### src/rtl/rs485_tx9_pkg.sv
package rs485_tx9_pkg;
  typedef enum logic [1:0] {
    SQ_IDLE = 2'd0,
    SQ_LEAD = 2'd1,
    SQ_SEND = 2'd2
  } seq_state_t;
endpackage

### src/rtl/tx9_hold.sv
module tx9_hold #(
  parameter int DATA_W = 8
) (
  input  logic              clk,
  input  logic              rst_q,
  input  logic              push,
  input  logic [DATA_W-1:0] push_data,
  input  logic              push_tag,
  input  logic              pop,
  output logic              full,
  output logic [DATA_W-1:0] hold_data,
  output logic              hold_tag
);
  logic              full_d;
  logic [DATA_W-1:0] data_d;
  logic              tag_d;
  logic              data_en;

  always_comb begin
    full_d  = full;
    data_en = push && !full;
    data_d  = push_data;
    tag_d   = push_tag;
    if (pop)     full_d = 1'b0;
    if (data_en) full_d = 1'b1;
  end

  always_ff @(posedge clk or negedge rst_q) begin
    if (!rst_q) full <= 1'b0;
    else        full <= full_d;
  end

  always_ff @(posedge clk or negedge rst_q) begin
    if (!rst_q) begin
      hold_data <= '0;
      hold_tag  <= 1'b0;
    end else if (data_en) begin
      hold_data <= data_d;
      hold_tag  <= tag_d;
    end
  end


  hold_accept_chk: assert property (@(posedge clk) disable iff (!rst_q)
    (push && !full && !pop) |=> full);
endmodule

### src/rtl/tx9_shifter.sv
module tx9_shifter #(
  parameter int DATA_W = 8
) (
  input  logic              clk,
  input  logic              rst_q,
  input  logic              tick,
  input  logic              load,
  input  logic [DATA_W-1:0] ld_data,
  input  logic              ld_tag,
  output logic              line,
  output logic              busy,
  output logic              on_stop
);
  localparam int FRAME_W = DATA_W + 3;
  localparam int CNT_W   = $clog2(FRAME_W);
  localparam logic [CNT_W-1:0] LAST = CNT_W'(FRAME_W - 1);

  logic [FRAME_W-1:0] frame_q, frame_d;
  logic [CNT_W-1:0]   cnt_q, cnt_d;
  logic               busy_d;

  always_comb begin
    frame_d = frame_q;
    cnt_d   = cnt_q;
    busy_d  = busy;
    if (tick) begin
      if (load) begin
        frame_d = {1'b1, ld_tag, ld_data, 1'b0};
        cnt_d   = '0;
        busy_d  = 1'b1;
      end else if (busy) begin
        frame_d = {1'b1, frame_q[FRAME_W-1:1]};
        if (cnt_q == LAST) begin
          busy_d = 1'b0;
          cnt_d  = '0;
        end else begin
          cnt_d = cnt_q + 1'b1;
        end
      end
    end
  end

  always_ff @(posedge clk or negedge rst_q) begin
    if (!rst_q) begin
      frame_q <= '1;
      cnt_q   <= '0;
      busy    <= 1'b0;
    end else if (tick) begin
      frame_q <= frame_d;
      cnt_q   <= cnt_d;
      busy    <= busy_d;
    end
  end

  assign line    = frame_q[0];
  assign on_stop = busy && (cnt_q == LAST);


  idle_high_chk: assert property (@(posedge clk) disable iff (!rst_q)
    !busy |-> line);

  start_low_chk: assert property (@(posedge clk) disable iff (!rst_q)
    (tick && load) |=> !line);
endmodule

### src/rtl/tx9_seq.sv
module tx9_seq
  import rs485_tx9_pkg::*;
(
  input  logic clk,
  input  logic rst_q,
  input  logic tick,
  input  logic hold_full,
  input  logic use_lead,
  input  logic on_stop,
  output logic load,
  output logic dir_auto
);
  seq_state_t st_q, st_d;

  always_comb begin
    st_d = st_q;
    load = 1'b0;
    if (tick) begin
      case (st_q)
        SQ_IDLE: if (hold_full) begin
          if (use_lead) st_d = SQ_LEAD;
          else begin
            st_d = SQ_SEND;
            load = 1'b1;
          end
        end
        SQ_LEAD: begin
          st_d = SQ_SEND;
          load = 1'b1;
        end
        SQ_SEND: if (on_stop) begin
          if (hold_full) load = 1'b1;
          else           st_d = SQ_IDLE;
        end
        default: st_d = SQ_IDLE;
      endcase
    end
  end

  always_ff @(posedge clk or negedge rst_q) begin
    if (!rst_q) st_q <= SQ_IDLE;
    else if (tick) st_q <= st_d;
  end

  assign dir_auto = (st_q != SQ_IDLE);


  lead_then_load_chk: assert property (@(posedge clk) disable iff (!rst_q)
    (st_q == SQ_LEAD && tick) |=> (st_q == SQ_SEND));

  release_chk: assert property (@(posedge clk) disable iff (!rst_q)
    (tick && on_stop && !hold_full && st_q == SQ_SEND) |=> !dir_auto);
endmodule

### src/rtl/rs485_tx9.sv
module rs485_tx9 #(
  parameter int DATA_W = 8
) (
  input  logic              clk,
  input  logic              rst_n,
  input  logic              bit_tick,
  input  logic [DATA_W-1:0] tx_data,
  input  logic              tx_addr,
  input  logic              tx_valid,
  output logic              tx_ready,
  input  logic              auto_dir_en,
  input  logic              manual_dir,
  input  logic              loopback,
  output logic              txd,
  output logic              dir,
  output logic              lb_txd
);
  logic [1:0]        rst_pipe;
  logic              rst_q;
  logic              full, load, line, busy, on_stop, dir_auto, use_lead;
  logic [DATA_W-1:0] hold_data;
  logic              hold_tag;

  always_ff @(posedge clk or negedge rst_n) begin
    if (!rst_n) rst_pipe <= 2'b00;
    else        rst_pipe <= {rst_pipe[0], 1'b1};
  end
  assign rst_q = rst_pipe[1];

  assign use_lead = auto_dir_en && !loopback;

  tx9_hold #(.DATA_W(DATA_W)) u_hold (
    .clk       (clk),
    .rst_q     (rst_q),
    .push      (tx_valid),
    .push_data (tx_data),
    .push_tag  (tx_addr),
    .pop       (load),
    .full      (full),
    .hold_data (hold_data),
    .hold_tag  (hold_tag)
  );

  tx9_seq u_seq (
    .clk       (clk),
    .rst_q     (rst_q),
    .tick      (bit_tick),
    .hold_full (full),
    .use_lead  (use_lead),
    .on_stop   (on_stop),
    .load      (load),
    .dir_auto  (dir_auto)
  );

  tx9_shifter #(.DATA_W(DATA_W)) u_shift (
    .clk     (clk),
    .rst_q   (rst_q),
    .tick    (bit_tick),
    .load    (load),
    .ld_data (hold_data),
    .ld_tag  (hold_tag),
    .line    (line),
    .busy    (busy),
    .on_stop (on_stop)
  );

  always_comb begin
    tx_ready = !full;
    txd      = loopback ? 1'b1 : line;
    lb_txd   = loopback ? line : 1'b1;
    if (loopback)         dir = 1'b0;
    else if (auto_dir_en) dir = dir_auto;
    else                  dir = manual_dir;
  end


  drive_on_low_chk: assert property (@(posedge clk) disable iff (!rst_q)
    (use_lead && !line) |-> dir);

  loop_quiet_chk: assert property (@(posedge clk) disable iff (!rst_q)
    loopback |-> (txd && !dir));

  ready_drop_chk: assert property (@(posedge clk) disable iff (!rst_q)
    (tx_valid && tx_ready && !load) |=> !tx_ready);

  no_gap_chk: assert property (@(posedge clk) disable iff (!rst_q)
    (bit_tick && on_stop && full) |=> busy);
endmodule

### config.mk
export PLATFORM = sky130hd
export DESIGN_NAME = rs485_tx9
export DESIGN_NICKNAME = d
export VERILOG_FILES = /design/src/rtl/rs485_tx9_pkg.sv /design/src/rtl/tx9_hold.sv /design/src/rtl/tx9_shifter.sv /design/src/rtl/tx9_seq.sv /design/src/rtl/rs485_tx9.sv
export SDC_FILE = /design/constraint.sdc
export NUM_CORES = 1
export LEC_CHECK = 0
export BUFFER_PORTS_ARGS = -buffer_cell sky130_fd_sc_hd__buf_2
export CORE_MARGIN = 2
export CORE_UTILIZATION = 46
export CTS_CLUSTER_SIZE = 14
export DETAILED_ROUTE_END_ITERATION = 8
export PLACE_DENSITY_LB_ADDON = 0.3
export SKIP_CTS_REPAIR_TIMING = 1
export SYNTH_ARGS = -nofsm -noshare
export SYNTH_HDL_FRONTEND = slang
export SYNTH_SLANG_ARGS = --single-unit
### constraint.sdc
create_clock -name clk -period 0.95 [get_ports clk]
set_input_delay 0.095 -clock clk [delete_from_list [all_inputs] [get_ports clk]]
set_output_delay 0.095 -clock clk [all_outputs]
set_load 0.1 [all_outputs]
## Word-level counts from Yosys, hierarchy flattened

Index checks and enable logic that the tools add are counted.

| storage, ports and cells | value |
|---|---|
| word-level logic and storage cells | 51 |
| output and inout bits | 4 |
| bits of input ports | 16 |
| flip-flop bits (word level) | 30 |

| cells by class | value |
|---|---|
| equal/unequal tests | 6 |
| muxes and demuxes | 25 |
| $add $sub $neg | 1 |
| reductions and logical operators | 11 |

Operator list:

| operator | number |
|---|---|
| 2-to-1 mux 11 bit | 2 |
| 2-to-1 mux 1 bit | 14 |
| 2-to-1 mux 4 bit | 3 |
| 2-to-1 mux 2 bit | 4 |
| inequality test 2 bit (second input constant) | 3 |
| case mux 2 bit (3 select lines) | 1 |
| nonzero test 2 bit | 3 |
| adder 4 x 1 -> 4 bit (second input constant) | 1 |
| equality test 4 bit (second input constant) | 1 |
| AND reduction 4 bit | 1 |
| logical AND 1 bit | 3 |
| case mux 1 bit (3 select lines) | 1 |
| equality test 2 x 1 -> 1 bit (second input constant) | 1 |
| equality test 2 bit (second input constant) | 1 |
| logical NOT 1 bit | 2 |
| logical NOT 2 bit | 1 |
| AND reduction 2 bit | 1 |

## Longest topological paths before layout

Gate-level depths: netlist (run 1).

| depth | value |
|---|---|
| depth after elaboration | 8 |
| gate-level depth with buffers | 7 |
| mapped depth without buffers | 6 |

## Cells and area by module

Synthesis (run 1) repeated with hierarchy kept, for this count alone.

| second synthesis, totals | value |
|---|---|
| cell total of the unflattened synthesis | 125 |
| area total of the unflattened synthesis | 1415.1 um^2 |

By module, submodules not included:

| module | cells an instance | instances | area each (um^2) | sequential area each (um^2) |
|---|---|---|---|---|
| tx9_shifter | 76 | 1 | 778.2 | 387.9 |
| tx9_hold | 23 | 1 | 414.1 | 250.2 |
| tx9_seq | 17 | 1 | 132.6 | 50.0 |
| rs485_tx9 | 9 | 1 | 90.1 | 50.0 |

## Least setup slack after synthesis (run 1)

Ideal clock, no wire load.

| timing path | value |
|---|---|
| path kind | register -> output |
| start point | reg u_seq.st_q[1] |
| end point | out dir |
| data arrival time | 2708 ps |
| path buffers | 0 |
| cell stages (with the launch flop) | 3 |
| slack | -1853 ps |
| data required time | 855 ps |
| cells stage by stage | dfrtp_1 -> nor2_1 -> a211oi_1 |

| between the ends | value |
|---|---|
| word-level cells in the longest chain between the ends | 3 |

Ends and longest elaborated chain:

| item | line | RTL |
|---|---|---|
| start: declaration | tx9_seq.sv:13 | `seq_state_t st_q, st_d;` |
| start signal: assignment | tx9_seq.sv:42 | `else if (tick) st_q <= st_d;` |
| nonzero test 2 bit | tx9_seq.sv:45 | `assign dir_auto = (st_q != SQ_IDLE);` |
| 2-to-1 mux 1 bit | rs485_tx9.sv:72 | `else if (auto_dir_en) dir = dir_auto;` |
| 2-to-1 mux 1 bit | rs485_tx9.sv:71 | `if (loopback) dir = 1'b0;` |
| end: declaration | rs485_tx9.sv:15 | `output logic dir,` |

Every way passes these cells.

## Worst setup path in the final report (run 1)

| timing path | value |
|---|---|
| start point | reg u_shift.cnt_q[0] |
| end point | reg u_shift.frame_q[2] |

| between the ends | value |
|---|---|
| word-level cells in the longest chain between the ends | 7 |
| elaborated cells on any way between the ends | 8 |
| classes of those cells | eq/ne (1); mux (4); reduce/logical (3) |

Ends and longest elaborated chain:

| item | line | RTL |
|---|---|---|
| start: declaration | tx9_shifter.sv:19 | `logic [CNT_W-1:0] cnt_q, cnt_d;` |
| start signal: assignment | tx9_shifter.sv:50 | `cnt_q <= cnt_d;` |
| equality test 4 bit (*) | tx9_shifter.sv:56 | `assign on_stop = busy && (cnt_q == LAST);` |
| logical AND 1 bit (*) | tx9_shifter.sv:56 |  |
| 2-to-1 mux 1 bit (*) | tx9_seq.sv:31 | `SQ_SEND: if (on_stop) begin` |
| case mux 1 bit (3 select lines) (*) | tx9_seq.sv:19 | `case (st_q)` |
| 2-to-1 mux 1 bit (*) | tx9_seq.sv:18 | `if (tick) begin` |
| nonzero test 2 bit (no source line) | -- |  |
| AND reduction 2 bit (no source line) | -- |  |
| end signal: assignment | tx9_shifter.sv:49 | `frame_q <= frame_d;` |
| end: declaration | tx9_shifter.sv:18 | `logic [FRAME_W-1:0] frame_q, frame_d;` |

Mark *: on every way between the ends. The rest lies on a longest branch, timed or not.
A chain may end at the register's enable or synchronous reset.

==> qor.yml, run 1 <==
critical_path:
  r2r-start: "u_shift.cnt_q[0]$_DFFE_PN0P_"
  startpoint_type: "flop"
  critPathKind: "flop to flop"
  crit_path_end_kind: "flop"
  cp.arrival_ps: 1900
  crit_path_max_fanout: 7
  regToRegSetupSlack_ps: -690
  cp-startpoint: "u_shift.cnt_q[0]$_DFFE_PN0P_"
  r2r.worst_path.cells: 6
  r2r-end: "u_shift.frame_q[2]$_DFFE_PN1P_"
  required_ps: 1210
routing:
  first_pass_iters: 4
  drt_iter0_markers: 38
  wl_met2_um: 1630
  avgViaCountPerCell: 5.22
  detail-route-antenna-nets: 0
  wl_met1_um: 1260
  drt-wirelength-per-cell_um: 15.3
  wl_met3_um: 134
  routed_wl_um: 3100
  drc: 0
  dr.max_layer_used: "met4"
  vias: 1059
final_layout:
  design_area_um2: 2070
  drive_gt1_share_pct: 62.2
  final_net_count: 189
  syn2layout_area_growth_pct: 51.4
  diodes: 0
  fillers: 180
power_and_ir_drop:
  p_per_area_nw_per_um2: 3010
  leakage_nw: 0.969
  peakVddDrop_v: 0.00330
  total_power_mw: 6.25
clock_network:
  cts.sinks: 29
  clock-root-buffer: "clkbuf_4"
  cts_tree: "done"
  htree_num_levels: 2
  numCtsBuffers: 5
  clock_path_buffers: 2
  clkSlewWorstSetupHoldPaths_ps: 90
  clock_latency_ps: 330
floorplanning:
  ios: 20
  die_area_um2: 3430
  initial_core_util_pct: 49.3
  die_x_um: 58.6
  core_area_um2: 2780
  rows: 19
  die_y_um: 58.6
timing:
  skew_ps: 9.24
  timing_hold_violations_final: 0
  setup_viol: 30
  fmax_mhz: 608
  fin_setup_tns_ps: -14850
  setup_ws_ps: -694
  fin_crit_ps: 1640
  timing.final.crit_share_pct: 173
  drv_slew: 0
  rsz0062_at_grt: "yes"
yosys:
  avgSynthCellArea_um2: 12.3
  synth_common_cells: "mux2_2 (21), dfrtp_1 (19), dfstp_2 (10)"
  async_reset_ff_share_pct: 100
  synth_most_common_cell: "mux2_2"
  synth_top_cell_area_share_pct: 34.7
  synth_top_cell_by_area: "dfrtp_1"
  synth_seq_cells: 29
  synth-edff-count: 0
  synth.distinct_cells: 34
  yosysWarnings: 0
  ys.flop_type: "dfrtp_1"
  seq_area_frac_synth_pct: 53.9
  synth_nets: 129
  syn_area_um2: 1370
  synth_area_leaders: "dfrtp_1 (35%), dfstp_2 (19%), mux2_2 (17%)"
  netlist_instances: 111
grt:
  grt_pass1_wl_um: 4200
  grt_max_degree: 21
  grt_usage_pct: 16.9
  antenna_found_initial: 0
  overflow: 0
  grt_pass1_vias: 930
place:
  port_buffers: 19
  globalplace.congestion: 0.778
  dpl_cell_area_um2: 1750
  dp_slack_ps: -857
  dp_hpwl_um: 1870
run_status:
  status: "finished with violations"
  failed_checks: "setup timing"
run:
  maxCapViolCount: 0
min_path:
  hold_path.class: "primary input to asynchronous set/reset pin"
cell type report:
| class | count | area, um^2 | share of cell area (%) |
|---|---|---|---|
| inverter | 4 | 18.8 | 0.905 |
| clock inverter | 3 | 17.5 | 0.844 |
| tap | 31 | 38.8 | 1.87 |
| sequential | 29 | 741 | 35.7 |
| clock buffer | 5 | 37.5 | 1.81 |
| timing repair buffer | 56 | 488 | 23.5 |
| multi-input combinational | 75 | 733 | 35.3 |
layer usage:
layer	GRT usage (%)	up-vias
met5	0	-
met4	5.84	0
met3	6.59	8
met2	28.1	32
met1	20.0	512
li1	-	507
flip-flops by register name (all words and copies together) (netlist names):
signal / count
u_seq.st_q: 2
u_shift.cnt_q: 4
u_shift.busy: 1
rst_pipe: 2
u_hold.full: 1
u_hold.hold_data: 8
u_shift.frame_q: 10
u_hold.hold_tag: 1
report_power, final:
group	switching [mW]	internal (mW)	leakage, nW
logic	1.36	1.85	0.610
clock network	0.434	0.278	0.0310
registers	0.387	1.94	0.328
total	2.18	4.07	0.969
worst max path at each step:
| stage | end | slack [ps] | depth (start not counted) |
|---|---|---|---|
| floorplan | u_shift.frame_q[6]$_DFFE_PN1P_ | -610 | 7 |
| global placement | u_shift.frame_q[3]$_DFFE_PN1P_ | -810 | 6 |
| detailed placement | u_shift.frame_q[2]$_DFFE_PN1P_ | -860 | 6 |
| CTS | u_shift.frame_q[2]$_DFFE_PN1P_ | -870 | 6 |
| global route | u_shift.frame_q[8]$_DFFE_PN1P_ | -740 | 6 |
| finish | u_shift.frame_q[2]$_DFFE_PN1P_ | -690 | 6 |
stage by stage:
step	hold slack [ps]	utilization, %	cells
after floorplan	-201	-	111
after global placement	-120	62.8	176
after detailed placement	-118	62.8	176
after CTS	-475	64.7	184
after global routing	71.5	74.6	203
final	80.4	74.6	203
worst max-delay path: stages, from the launching register on:
cell	delay, ps
dfrtp_1	390
inv_1	60
ha_2	180
nand4b_1	170
nor3_4	290
o21ai_4	170
mux2_4	330
cells in the final DEF (no fill, tap or decap), types with 3 or more instances in the layout:
master         synthesis  routed
a21boi_1               0       3
buf_12                 0       4
buf_2                  2      15
buf_4                  0      19
buf_6                  1       8
clkbuf_4               0       5
dfrtp_1               19      17
dfstp_2               10      10
dlygate4sd3_1          0      10
inv_1                  4       3
mux2_2                21      11
mux2_4                 3      13
nand2_1                9       8
nor2_1                 5       4
o21ai_0                5       4
cell families after synthesis:
group	count (synthesis)	share of synthesized area, %
AND/OR/NAND/NOR	30	11.8
flip-flops	29	53.9
multiplexers	24	20.5
AO/OA/AOI/OAI	17	8.77
buffers and inverters	8	2.92
adder cells (fa/ha/maj)	2	1.83
other	1	0.274
Note: power is estimated with default switching activity, not from simulation.
==> run 2: changes to the inputs <==
Settings changed: SYNTH_HIERARCHICAL set to 1.
Clock period 0.95 ns to 1.65 ns, I/O delays scaled along.
==> run 2 against run 1 <==
  * The run still ends with setup timing left
  * Area after synthesis up 3.3%
  * Synthesized cell count up 13%
  * Non-clock buffer count decreased by 20
  * Highest routed layer unchanged
  * Hold slack got worse by 9.3 ps
  * Worst setup slack improved by 380 ps
  * Clock power decreased by 17%
  * Design area decreased by 14%
  * Critical path depth up 4
  * Critical path type unchanged
  * First-iteration DRC count decreased by 5.3%
  * Global-route usage grew 2.0 points
==> qor.yml, run 2 <==
final_layout:
  layout.cells.non_filler: 197  # -3.0%
  final_cell_mix: "dfrtp_1 (19), buf_2 (18), buf_4 (16), o22ai_1 (14), dfstp_2 (10)"
  reg_top3: "u_shift/frame_q x10, u_hold/hold_data x8, u_shift/cnt_q x4"
  final_common_cell: "dfrtp_1"
  final_net_count: 181  # -4.2%
  utilization_pct: 60.1  # -14 points
  fillers: 249  # +38%
  diodes: 0  # unchanged
  drive_gt1_share_pct: 47.0  # -15 points
  largest_register: "u_shift/frame_q"
  syn2layout_area_growth_pct: 26.5
  largest_reg_flops: 10  # unchanged
yosys:
  synth_nets: 143  # +11%
  netlist_instances: 125  # +13%
  synth_common_cells: "dfrtp_1 (19), o22ai_1 (14), dfstp_2 (10)"
  synth.distinct_cells: 36  # +5.9%
  synth_simple_gate_area_share_pct: 13.9  # +2.1 points
  synth_mux_area_share_pct: 10.3  # -10 points
  synth_top_family_by_area: "compound AO/OA/AOI/OAI gates"
  synth-compound-area-share_pct: 17.2  # +8.4 points
  synth_seq_cells: 29  # unchanged
  async_reset_ff_share_pct: 100  # unchanged
  ys.flop_type: "dfrtp_1"
  avgSynthCellArea_um2: 11.3  # -8.3%
  synthAdderAreaFrac_pct: 1.77  # -0.058 points
  yosysWarnings: 6  # +6
  synth_area_leaders: "dfrtp_1 (34%), dfstp_2 (19%), mux2_4 (9.5%)"
  synth_most_common_cell: "dfrtp_1"
  syn_area_um2: 1420  # +3.3%
  seq_area_frac_synth_pct: 52.2  # -1.7 points
  synth-edff-count: 0  # unchanged
  synthXorXnorAreaFrac_pct: 0  # unchanged
  synth_top_cell_by_area: "dfrtp_1"
  synth_top_cell_area_share_pct: 33.6  # -1.1 points
critical_path:
  startpoint_type: "flop"
  crit_path_max_fanout: 5  # -2
  regToRegSetupSlack_ps: -310  # +380 ps
  critPathKind: "flop to flop"
  r2r.worst_path.cells: 10  # +4
  endpoint: "u_shift/cnt_q[1]$_DFFE_PN0P_"
  cp.arrival_ps: 2150  # +250 ps
  required_ps: 1840  # +630 ps
  cp-startpoint: "u_shift/cnt_q[0]$_DFFE_PN0P_"
  worst_path_max_delay_cell: "dfrtp_1"
  cpPeakStageDelay_ps: 390  # about the same
  r2r-start: "u_shift/cnt_q[0]$_DFFE_PN0P_"
  crit_path_end_kind: "flop"
  r2r-end: "u_shift/cnt_q[1]$_DFFE_PN0P_"
  crit_chain: "inv_1 -> ha_2 -> and3b_4 -> and2_4 -> and2_1 -> nand4_1 -> nand2_2 -> nor2_1 -> o21ai_1 -> o41ai_4"
floorplanning:
  die_x_um: 59.5  # +1.5%
  die_area_um2: 3540  # +3.1%
  core_area_um2: 2980  # +7.1%
  ios: 20  # unchanged
  rows: 20  # +1
  die_y_um: 59.5  # +1.5%
  initial_core_util_pct: 47.5  # -1.7 points
timing:
  fin_crit_ps: 1960  # +316 ps
  skew_ps: 8.58  # -0.660 ps
  drv_slew: 0  # unchanged
  timing.final.crit_share_pct: 119  # -54 points
  rsz0062_at_grt: "yes"
  setup_viol: 16  # -47%
  setup_ws_ps: -310  # +384 ps
  fmax_mhz: 510  # -16%
  timing_hold_violations_final: 0  # unchanged
  fin_hold_ws_ps: 71.2  # -9.26 ps
grt:
  grt_usage_pct: 18.9  # +2.0 points
  antenna_found_initial: 0  # unchanged
  grt_pass1_wl_um: 4910  # +17%
  overflow: 0  # unchanged
  grt_max_degree: 28  # +33%
  grt_pass1_vias: 1156  # +24%
routing:
  first_pass_iters: 4  # unchanged
  drc: 0  # unchanged
  drt-wirelength-per-cell_um: 15.3  # +0.25%
  drt_iter0_markers: 36  # -5.3%
  routed_wl_um: 3020  # -2.7%
  detail-route-antenna-nets: 0  # unchanged
  vias: 1130  # +6.7%
  avgViaCountPerCell: 5.74  # +10%
run_status:
  failed_checks: "setup timing"
  status: "finished with violations"
clock_network:
  cts_tree: "done"
  numCtsBuffers: 5  # unchanged
  htree_num_levels: 2  # unchanged
  clock_path_buffers: 2  # unchanged
  clock-root-buffer: "clkbuf_4"
  clkSlewWorstSetupHoldPaths_ps: 90  # about the same
  clock_latency_ps: 320  # about the same
  cts.sinks: 29  # unchanged
place:
  dp_cells: 185  # +5.1%
  port_buffers: 19  # unchanged
  dp_hpwl_um: 1980  # +5.6%
  globalplace.congestion: 0.773  # -0.69%
min_path:
  hold_path.class: "primary input to flop"
run:
  maxCapViolCount: 0  # unchanged
power_and_ir_drop:
  p_per_area_nw_per_um2: 1810  # -40%
  total_power_mw: 3.25  # -48%
  peakVddDrop_v: 0.000853  # -74%
  leakage_nw: 0.783  # -19%
## run 2: cell count changes after synthesis, sizes merged, moves of 3 or more
| cell | change |
|---|---|
| nor2b | +4 |
| nand2 | -4 |
| o22ai | +13 |
| a21boi | -3 |
| mux2 | -15 |
| o21ai | +3 |
| a21oi | +9 |
## run 2: per-stage QoR
step	TNS [ps]	cell area, um^2	worst slack [ps]
global route	-5270	1790	-403
finish	-3470	1790	-310
global placement	-2630	1620	-232
CTS	-4140	1700	-419
floorplan	-2460	1430	-280
detailed placement	-3600	1620	-400
## run 2: cells by family (layout without fill, tap and decap cells)
kind of cell | count (synthesis) | after routing
buffers and inverters | 11 | 49
adders and majority gates | 2 | 2
muxes | 10 | 10
AOI/OAI and AO/OA | 40 | 40
other | 1 | 1
and+or+nand+nor | 32 | 33
DFF | 29 | 29
## run 2: per-layer routing
metal / global-route usage [%] / vias up / routed length [um]
met2: 32.2 / 34 / 1550
li1: - / 537 / -
met4: 7.79 / 0 / 40
met5: 0 / - / 0
met3: 6.55 / 6 / 136
met1: 21.4 / 553 / 1290
## run 2: power by group
part | total [mW] | switching (mW) | internal [mW]
clock | 0.592 | 0.230 | 0.362
combinational | 1.35 | 0.683 | 0.667
sequential | 1.31 | 0.205 | 1.10
total | 3.25 | 1.12 | 2.13
## run 2: worst min-delay path by stage
| stage | start | to | slack [ps] | cells after the start |
|---|---|---|---|---|
| global placement | rst_n | rst_pipe[0]$_DFF_PN0_ | -50 | 1 |
| CTS | rst_n | rst_pipe[0]$_DFF_PN0_ | -400 | 1 |
| floorplan | rst_n | rst_pipe[0]$_DFF_PN0_ | -130 | 0 |
| finish | tx_data[0] | u_hold/hold_data[0]$_DFFE_PN0P_ | 70 | 2 |
| global route | tx_data[2] | u_hold/hold_data[2]$_DFFE_PN0P_ | 50 | 2 |
| detailed placement | rst_n | rst_pipe[0]$_DFF_PN0_ | -50 | 1 |
## run 2: final cells by class
cell class              instances  area [um^2]  area share, %
flip-flops and latches         29          738           41.2
multi-input cells              86          667           37.2
repair buffers                 36          240           13.4
clock buffers                   7         55.1           3.07
well taps                      33         41.3           2.31
clock inverters                 1         30.0           1.68
inverters                       5         18.8           1.05
## run 2: critical path: cells and delay by family (launching register included)
| family | cells | cell delay, ps |
|---|---|---|
| compound gates | 2 | 380 |
| flops | 1 | 390 |
| fa+ha+maj | 1 | 150 |
| simple gates | 6 | 850 |
| buf+inv | 1 | 60 |
